File: config.mk
export PLATFORM = sky130hd
export DESIGN_NAME = ediv_core
export DESIGN_NICKNAME = d
export VERILOG_FILES = /design/src/rtl/ediv_pkg.sv /design/src/rtl/ediv_lzc.sv /design/src/rtl/ediv_sign_prep.sv /design/src/rtl/ediv_step.sv /design/src/rtl/ediv_core.sv
export SDC_FILE = /design/constraint.sdc
export NUM_CORES = 1
export LEC_CHECK = 0
export BUFFER_PORTS_ARGS = -buffer_cell sky130_fd_sc_hd__buf_2
export CAP_MARGIN = 30
export CORE_MARGIN = 3
export CORE_UTILIZATION = 34
export CTS_BUF_LIST = sky130_fd_sc_hd__clkbuf_4 sky130_fd_sc_hd__clkbuf_8
export DETAILED_ROUTE_END_ITERATION = 8
export GPL_ROUTABILITY_DRIVEN = 0
export GPL_TIMING_DRIVEN = 0
export HOLD_SLACK_MARGIN = 0.03
export PLACE_DENSITY_LB_ADDON = 0.12
export SYNTH_ARGS = -nofsm -noshare
export SYNTH_HDL_FRONTEND = slang
export SYNTH_SLANG_ARGS = --single-unit
File: constraint.sdc
create_clock -name clk -period 11.7 [get_ports clk]
set_input_delay 0.585 -clock clk [delete_from_list [all_inputs] [get_ports clk]]
set_output_delay 0.585 -clock clk [all_outputs]
set_load 0.1 [all_outputs]
File: src/rtl/ediv_pkg.sv
package ediv_pkg;
  typedef enum logic [1:0] {
    ST_IDLE = 2'd0,
    ST_PREP = 2'd1,
    ST_ITER = 2'd2,
    ST_FIN  = 2'd3
  } ediv_state_e;
endpackage

File: src/rtl/ediv_lzc.sv
// Leading-zero counter built from a prefix-OR chain.
module ediv_lzc #(
  parameter int unsigned W  = 32,
  parameter int unsigned CW = $clog2(W + 1)
) (
  input  logic [W-1:0]  val,
  output logic [CW-1:0] lz
);
  logic [W-1:0] seen;  // seen[i]: some bit at or above i is set

  assign seen[W-1] = val[W-1];
  for (genvar i = W - 2; i >= 0; i--) begin : g_chain
    assign seen[i] = seen[i+1] | val[i];
  end

  always_comb begin
    lz = '0;
    for (int i = 0; i < W; i++) begin
      lz = lz + CW'(~seen[i]);
    end
  end
endmodule

File: src/rtl/ediv_sign_prep.sv
// Absolute value and sign of one operand.
module ediv_sign_prep #(
  parameter int unsigned W = 32
) (
  input  logic [W-1:0] raw,
  input  logic         is_signed,
  output logic [W-1:0] mag,
  output logic         neg
);
  assign neg = is_signed & raw[W-1];
  assign mag = neg ? (~raw + W'(1)) : raw;
endmodule

File: src/rtl/ediv_step.sv
// One restoring shift-subtract step.
module ediv_step #(
  parameter int unsigned W = 32
) (
  input  logic [W-1:0] rem_in,
  input  logic [W-1:0] quo_in,
  input  logic [W-1:0] dvsr,
  output logic [W-1:0] rem_out,
  output logic [W-1:0] quo_out
);
  logic [W:0] trial;
  logic [W:0] diff;
  logic       fits;

  assign trial   = {rem_in, quo_in[W-1]};
  assign diff    = trial - {1'b0, dvsr};
  assign fits    = trial >= {1'b0, dvsr};
  assign rem_out = fits ? diff[W-1:0] : trial[W-1:0];
  assign quo_out = {quo_in[W-2:0], fits};
endmodule

File: src/rtl/ediv_core.sv
module ediv_core #(
  parameter int unsigned DW   = 32,
  parameter int unsigned CW   = $clog2(DW + 1),
  parameter int unsigned CNTW = $clog2(DW + 3)
) (
  input  logic            clk,
  input  logic            rst_n,
  input  logic            in_valid,
  output logic            in_ready,
  input  logic            in_signed,
  input  logic [DW-1:0]   in_dividend,
  input  logic [DW-1:0]   in_divisor,
  output logic            busy,
  output logic            done,
  output logic [DW-1:0]   quotient,
  output logic [DW-1:0]   remainder,
  output logic            div_by_zero,
  output logic [CNTW-1:0] cycles
);
  import ediv_pkg::*;

  ediv_state_e     state;
  logic [DW-1:0]   a_raw, b_raw;
  logic            sgn_r;
  logic [DW-1:0]   rem_q, quo_q, b_mag;
  logic [CW-1:0]   iter_left;
  logic            neg_q, neg_r, dz_r;
  logic [CNTW-1:0] busy_cnt;

  logic [DW-1:0]   a_mag_c, b_mag_c;
  logic            a_neg_c, b_neg_c;
  logic [CW-1:0]   lz_c;
  logic [CW-1:0]   sig_bits;
  logic [DW-1:0]   rem_nx, quo_nx;
  logic [DW-1:0]   q_fin, r_fin;
  logic            accept;

  assign busy     = (state != ST_IDLE);
  assign in_ready = ~busy;
  assign accept   = in_valid & in_ready;

  ediv_sign_prep #(.W(DW)) u_prep_a (
    .raw(a_raw), .is_signed(sgn_r), .mag(a_mag_c), .neg(a_neg_c)
  );
  ediv_sign_prep #(.W(DW)) u_prep_b (
    .raw(b_raw), .is_signed(sgn_r), .mag(b_mag_c), .neg(b_neg_c)
  );
  ediv_lzc #(.W(DW), .CW(CW)) u_lzc (
    .val(a_mag_c), .lz(lz_c)
  );
  ediv_step #(.W(DW)) u_step (
    .rem_in(rem_q), .quo_in(quo_q), .dvsr(b_mag),
    .rem_out(rem_nx), .quo_out(quo_nx)
  );

  assign sig_bits = CW'(DW) - lz_c;

  always_comb begin
    if (dz_r) begin
      q_fin = '1;
      r_fin = a_raw;
    end else begin
      q_fin = neg_q ? (~quo_q + DW'(1)) : quo_q;
      r_fin = neg_r ? (~rem_q + DW'(1)) : rem_q;
    end
  end

  always_ff @(posedge clk or negedge rst_n) begin
    if (!rst_n) begin
      state       <= ST_IDLE;
      a_raw       <= '0;
      b_raw       <= '0;
      sgn_r       <= 1'b0;
      rem_q       <= '0;
      quo_q       <= '0;
      b_mag       <= '0;
      iter_left   <= '0;
      neg_q       <= 1'b0;
      neg_r       <= 1'b0;
      dz_r        <= 1'b0;
      busy_cnt    <= '0;
      done        <= 1'b0;
      quotient    <= '0;
      remainder   <= '0;
      div_by_zero <= 1'b0;
      cycles      <= '0;
    end else begin
      done <= 1'b0;
      if (busy) busy_cnt <= busy_cnt + CNTW'(1);
      unique case (state)
        ST_IDLE: begin
          if (accept) begin
            a_raw    <= in_dividend;
            b_raw    <= in_divisor;
            sgn_r    <= in_signed;
            busy_cnt <= '0;
            state    <= ST_PREP;
          end
        end
        ST_PREP: begin
          rem_q     <= '0;
          quo_q     <= (lz_c >= CW'(DW)) ? '0 : (a_mag_c << lz_c);
          b_mag     <= b_mag_c;
          iter_left <= sig_bits;
          neg_q     <= a_neg_c ^ b_neg_c;
          neg_r     <= a_neg_c;
          dz_r      <= (b_raw == '0);
          if ((b_raw == '0) || (sig_bits == '0)) state <= ST_FIN;
          else                                   state <= ST_ITER;
        end
        ST_ITER: begin
          rem_q     <= rem_nx;
          quo_q     <= quo_nx;
          iter_left <= iter_left - CW'(1);
          if (iter_left == CW'(1)) state <= ST_FIN;
        end
        ST_FIN: begin
          quotient    <= q_fin;
          remainder   <= r_fin;
          div_by_zero <= dz_r;
          cycles      <= busy_cnt + CNTW'(1);
          done        <= 1'b1;
          state       <= ST_IDLE;
        end
        default: state <= ST_IDLE;
      endcase
    end
  end

  AST_ACCEPT_BUSY: assert property (@(posedge clk) disable iff (!rst_n)
    (in_valid && in_ready) |=> busy);
  AST_BUSY_NO_LOAD: assert property (@(posedge clk) disable iff (!rst_n)
    busy |=> $stable(a_raw) && $stable(b_raw));
  AST_LAT_BOUND: assert property (@(posedge clk) disable iff (!rst_n)
    busy |-> (busy_cnt <= CNTW'(DW + 1)));
  AST_REM_BOUND: assert property (@(posedge clk) disable iff (!rst_n)
    (state == ST_ITER) |=> (rem_q < b_mag));
  AST_ZERO_DIVIDEND: assert property (@(posedge clk) disable iff (!rst_n)
    (done && !div_by_zero && cycles == CNTW'(2)) |-> (quotient == '0 && remainder == '0));
  AST_DZ_MIN: assert property (@(posedge clk) disable iff (!rst_n)
    (done && div_by_zero) |-> (cycles == CNTW'(2) && quotient == '1));
  AST_DONE_PULSE: assert property (@(posedge clk) disable iff (!rst_n)
    done |=> !done);
  AST_DONE_AFTER_BUSY: assert property (@(posedge clk) disable iff (!rst_n)
    done |-> (!busy || $past(state) == ST_FIN) && $past(busy));
  AST_OUT_HOLD: assert property (@(posedge clk) disable iff (!rst_n)
    !done |=> (done || ($stable(quotient) && $stable(remainder) && $stable(cycles))));
endmodule

After elaboration in Yosys (flattened, before gate mapping)

Index checks and enable logic that the tools add are counted.

Add/sub/neg operators: 39
Multipliers: 0
Divide/modulo/power cells: 0
$lt $le $gt $ge: 2
Equality and inequality tests: 6
Shift operators: 1
Muxes and demuxes: 19
Bitwise logic cells: 72
Reductions and logical operators: 8

Operators by type and width:

| operator                                                               | number |
|---|---|
| 32-bit two-way mux                                                     | 8 |
| 1-bit inverter with 6-bit output                                       | 32 |
| 6-bit adder                                                            | 31 |
| 32-bit by 1-bit adder with 32-bit output (second input constant)       | 4 |
| 32-bit inverter                                                        | 4 |
| 32-bit one-hot mux with 2 select lines                                 | 2 |
| 33-bit by 32-bit greater-or-equal comparator with 1-bit output         | 1 |
| 32-bit zero test                                                       | 1 |
| 32-bit by 6-bit left shift with 32-bit output                          | 1 |
| 32-bit subtractor                                                      | 1 |
| 1-bit OR                                                               | 31 |
| 6-bit two-way mux                                                      | 3 |
| 6-bit one-hot mux with 2 select lines                                  | 1 |
| 2-bit one-hot mux with 4 select lines                                  | 1 |
| 6-bit by 1-bit adder with 6-bit output (second input constant)         | 1 |
| 6-bit by 1-bit equality test with 1-bit output (second input constant) | 1 |
| 6-bit greater-or-equal comparator (second input constant)              | 1 |
| 6-bit zero test                                                        | 1 |
| 6-bit by 1-bit subtractor with 6-bit output (second input constant)    | 1 |
| 6-bit subtractor (first input constant)                                | 1 |
| 2-bit equality test (second input constant)                            | 2 |
| 2-bit two-way mux                                                      | 2 |
| 2-bit inequality test (second input constant)                          | 2 |
| 2-bit AND reduction                                                    | 2 |
| 8 further kinds                                                        | 12 |

Bits in registers: 250
Bits in latches: 0
RAM bits: 0
Bits in read-only memories: 0
Input port bits: 68
Memories kept: 0

Logic depth before layout (Yosys ltp)

Depth in word-level cells: 71
Gate-level depth with buffers: 33

Modules after synthesis

From an unflattened synthesis, not the netlist that was laid out.

Cells, all modules: 1971
Area total of the unflattened synthesis: 18267.5 µm²

Modules (own cells, without submodules):

| module         | times used | cells an instance | area an instance (µm²) |
|---|---|---|---|
| ediv_core      | 1          | 1293              | 13286.5 |
| ediv_step      | 1          | 355               | 2571.2 |
| ediv_sign_prep | 2          | 106               | 706.9 |
| ediv_lzc       | 1          | 111               | 996.0 |

Worst setup path before layout

OpenSTA, ideal clock, no wires.

Path type: flip-flop to flip-flop
Start point: reg a_raw[0]
End point: reg quo_q[25]
Library setup time: 0.083 ns
Data arrival time: 9.214 ns
Data required time: 11.617 ns
Path slack: 2.403 ns
Cell stages (with the launch flop): 30
Buffers on the path: 4
Clock period less this slack: 9.297 ns
Cells stage by stage: dfrtp_1 inv_1 ha_1 or4b_1 buf_2 or4_4 or3_4 nor4b_2 a311o_2 nor4b_4 nand2b_2 nor4_2 nand3_1 fa_1 fa_1 fa_1 fa_1 fa_1 fa_1 inv_1 ha_1 fa_1 buf_1 buf_1 clkbuf_1 mux4_2 a21bo_2 a211oi_1 nor2_1 o21ai_0

Longest elaborated chain between the ends: 69

Ends and longest elaborated chain:

| element                                                                                            | line                 | RTL |
|---|---|---|
| start: declaration                                                                                 | ediv_core.sv:23      | `logic [DW-1:0] a_raw, b_raw;` |
| start signal: assignment                                                                           | ediv_core.sv:93      | `a_raw <= in_dividend;` |
| 32-bit inverter                                                                                    | ediv_sign_prep.sv:11 | `assign mag = neg ? (~raw + W'(1)) : raw;` |
| 32-bit by 1-bit adder with 32-bit output                                                           | ediv_sign_prep.sv:11 |  |
| 32-bit two-way mux (*)                                                                             | ediv_sign_prep.sv:11 |  |
| 1-bit OR (31 in series)                                                                            | ediv_lzc.sv:13       | `assign seen[i] = seen[i+1] \| val[i];` |
| 1-bit inverter with 6-bit output                                                                   | ediv_lzc.sv:19       | `lz = lz + CW'(~seen[i]);` |
| 6-bit adder (31 in series)                                                                         | ediv_lzc.sv:19       |  |
| 32-bit by 6-bit left shift with 32-bit output or 6-bit greater-or-equal comparator (tied branches) | ediv_core.sv:102     | `quo_q <= (lz_c >= CW'(DW)) ? '0 : (a_mag_c << lz_c);` |
| 32-bit two-way mux (*)                                                                             | ediv_core.sv:102     |  |
| 32-bit one-hot mux with 2 select lines (*)                                                         | ediv_core.sv:90      | `unique case (state)` |
| end signal: assignment                                                                             | ediv_core.sv:102     |  |
| end signal: assignment                                                                             | ediv_core.sv:113     | `quo_q <= quo_nx;` |
| end: declaration                                                                                   | ediv_core.sv:25      | `logic [DW-1:0] rem_q, quo_q, b_mag;` |

Mark *: on every way between the ends. The rest lies on a longest branch, timed or not.
A chain may end at the register's enable or synchronous reset.

Worst setup path in the final report

Start point: reg a_raw[0]
End point: reg quo_q[27]

The elaborated chain is that of the path after synthesis.

==> out/qor.txt <==
crit end category -> flop
final setup margin -> 0.686 ns
hold path endpoint -> a_raw[25]$_DFFE_PN0P_
hold path start -> in_dividend[25]
Initial DRT Pass Iterations -> 7
register area share after synthesis -> 35.6%
hold depth -> 2
startpoint types -> flop
ys async rst share -> 100%
Critical Path RT -> 12.22 ns
Synth top area share -> 35.6%
drt via density -> 5.60
commonest cells after routing, fill and taps aside -> dfrtp_1 (250), nor2_1 (161), a21oi_1 (157)
Worst-Margin Slew -> 0.873 ns
max-cap viol count -> 0
average wire per standard cell -> 21.6 um
most frequent CP cell -> fa_1
Fin. Hold Viols -> 0
Setup TNS Final -> 0 ns
TritonCTS Buffers -> 47
Worst Skew -> 0.0519 ns
cell area after placement -> 0.0192 mm2
fmax -> 0.0908 GHz
commonest non-fill, non-tap cell in the layout -> dfrtp_1
gr usage total -> 22.3%
starting density of the core -> 34.8%
first-pass GRT wire length -> 94300 um
DRT antenna net count -> 0
flops & latches, synth -> 250
vias -> 15800
dominant cells by area after synthesis -> dfrtp_1 (36%), mux2_2 (6.9%), xor2_1 (4.9%), a21oi_1 (4.5%), ha_1 (3.7%)
TritonCTS clock tree -> done
Skew-Pair Late Insertion Delay -> 0.64 ns
reg2reg path depth -> 29
CP Max Fanout -> 10
unique cell type count in the Yosys netlist -> 82
FF-to-FF End -> quo_q[27]$_DFFE_PN0P_
CP max-delay cell -> fa_1
antenna violations before repair -> 1
DR DRC count -> 0
Syn Area/Cell -> 9.12 um2
Hold WC Path Type -> input pin to flop
PortBufs -> 141
RR Startpoint -> a_raw[0]$_DFFE_PN0P_
Max clock buf depth -> 3
Post-Synthesis Cell Area -> 0.0176 mm2
diode count -> 0
RSZ-0062 raised after global routing -> false
share of cells above drive strength 1 -> 18.0%
Main synth FF type -> dfrtp_1
Chip Width -> 233 um
CP startpoint -> a_raw[0]$_DFFE_PN0P_
Setup CP Type -> flop to flop
fin nets -> 2269
pre-CTS WS -> 0.606 ns
final setup violation count -> 0
Crit path arrival time -> 11.53 ns
I/O Pins -> 142
r2r setup slk -> 0.69 ns
postcts setup bufs -> 0
DIE AREA -> 0.0545 mm2
fin crit share -> 94.1%
area of the core -> 0.0506 mm2
largest net degree at the start of global routing -> 92
root cell of the clock tree -> clkbuf_8
vias in the first global route -> 15900
Clock Sink Count -> 250
die height -> 233 um
GRT overflow -> 0
row cnt -> 82
Final Max Tran Viols -> 0
fin crit period -> 11.01 ns
syn_nets -> 2073
number of flops mapped to enable cells by yosys -> 0
WP depth -> 29
P&R area growth vs syn -> 15.1%
Reg clk slew, reported paths -> 0.06 ns
Max transition margin -> 41.4%
Non-Filler Instances -> 2829
status -> completed
fillers -> 5122
area leader, netlist -> dfrtp_1
initial drt markers -> 1309
Yosys warnings -> 0
cell area after layout -> 0.0202 mm2
CTS H-tree depth -> 2
placed insts -> 2746
Buf+Inv Stages, Crit Path -> 6
Largest stage delay, worst path -> 0.66 ns
DP HPWL -> 47300 um
synthesized instance count -> 1929
Top Family by Delay on Critical Path -> adder cells
drt total wl -> 61000 um
## final cells by class
cell class                 count  area (um2)  share of cell area [%]
inverter                      93         349                    1.72
clock buffer                  73         923                    4.56
multi-input combinational   1463       10500                    51.9
sequential                   250        6260                    30.9
buffer                       123         477                    2.36
clock inverter                 8        80.1                   0.396
timing repair buffer         147         812                    4.01
tap                          672         841                    4.15
## logic make-up (layout without fill, tap and decap cells)
group	count (synthesis)	in the layout	share of synthesized area (%)
AOI/OAI and AO/OA	499	499	18.1
adders and majority gates	76	76	6.43
DFF	250	250	35.6
muxes	152	152	10.7
and+or+nand+nor	574	574	16.4
buffers and inverters	216	444	4.69
xor gates and xnor gates	162	162	8.07
## per-stage QoR
stage / hold slack (ns) / util (%)
floorplan: 0.289 / -
global placement: 0.464 / 37.8
detailed placement: 0.473 / 38.0
CTS: 0.127 / 40.0
global route: 0.148 / 40.0
finish: 0.176 / 40.0
## layer usage
metal	GRT usage [%]	part of all wire (%)	vias up
met5	0	0	-
met3	3.32	5.0	121
met4	7.57	3.0	0
met2	38.1	49	505
li1	-	-	7391
met1	28.8	43	7820
## flip-flops by register name (all words and copies together), names as in the netlist
name and flops:
a_raw 32, b_raw 32, state 2, sgn_r 1, remainder 32, busy_cnt 6, quotient 32, neg_q 1
done 1, b_mag 32, iter_left 6, dz_r 1, neg_r 1, rem_q 32, quo_q 32, div_by_zero 1
cycles 6
## how the worst max path moves through the flow
stage	slack [ns]	to
2_1_floorplan	2.40	quo_q[25]$_DFFE_PN0P_
3_3_place_gp	0.65	quo_q[27]$_DFFE_PN0P_
3_5_place_dp	0.61	quo_q[27]$_DFFE_PN0P_
4_1_cts	0.64	quo_q[27]$_DFFE_PN0P_
5_1_grt	0.17	quo_q[27]$_DFFE_PN0P_
6_report	0.69	quo_q[27]$_DFFE_PN0P_
## repair_timing
item	in CTS	in global routing
hold endpoints to repair	78	0
gates resized for setup	0	1
hold buffers	1	0
endpoints found under the setup margin	0	1
## cell usage after synthesis, drive strengths merged, types with 13 or more instances
library cell,number
dfrtp,250
buf,13
a211oi,15
mux2,107
mux4,18
nor4,14
o311ai,16
or3,27
o31ai,34
xnor2,63
clkbuf,110
nand4,13
fa,24
nand2b,13
a21oi,157
o21ai,115
inv,91
nand2,149
and3,52
a21o,18
xor2,99
nand3,39
a31oi,21
mux2i,27
or4,19
nor2,161
ha,52
nor3,39
Power is left out: the tool's default activity adds up to more than one toggle a clock period on the data nets, which glitch-free logic cannot reach.
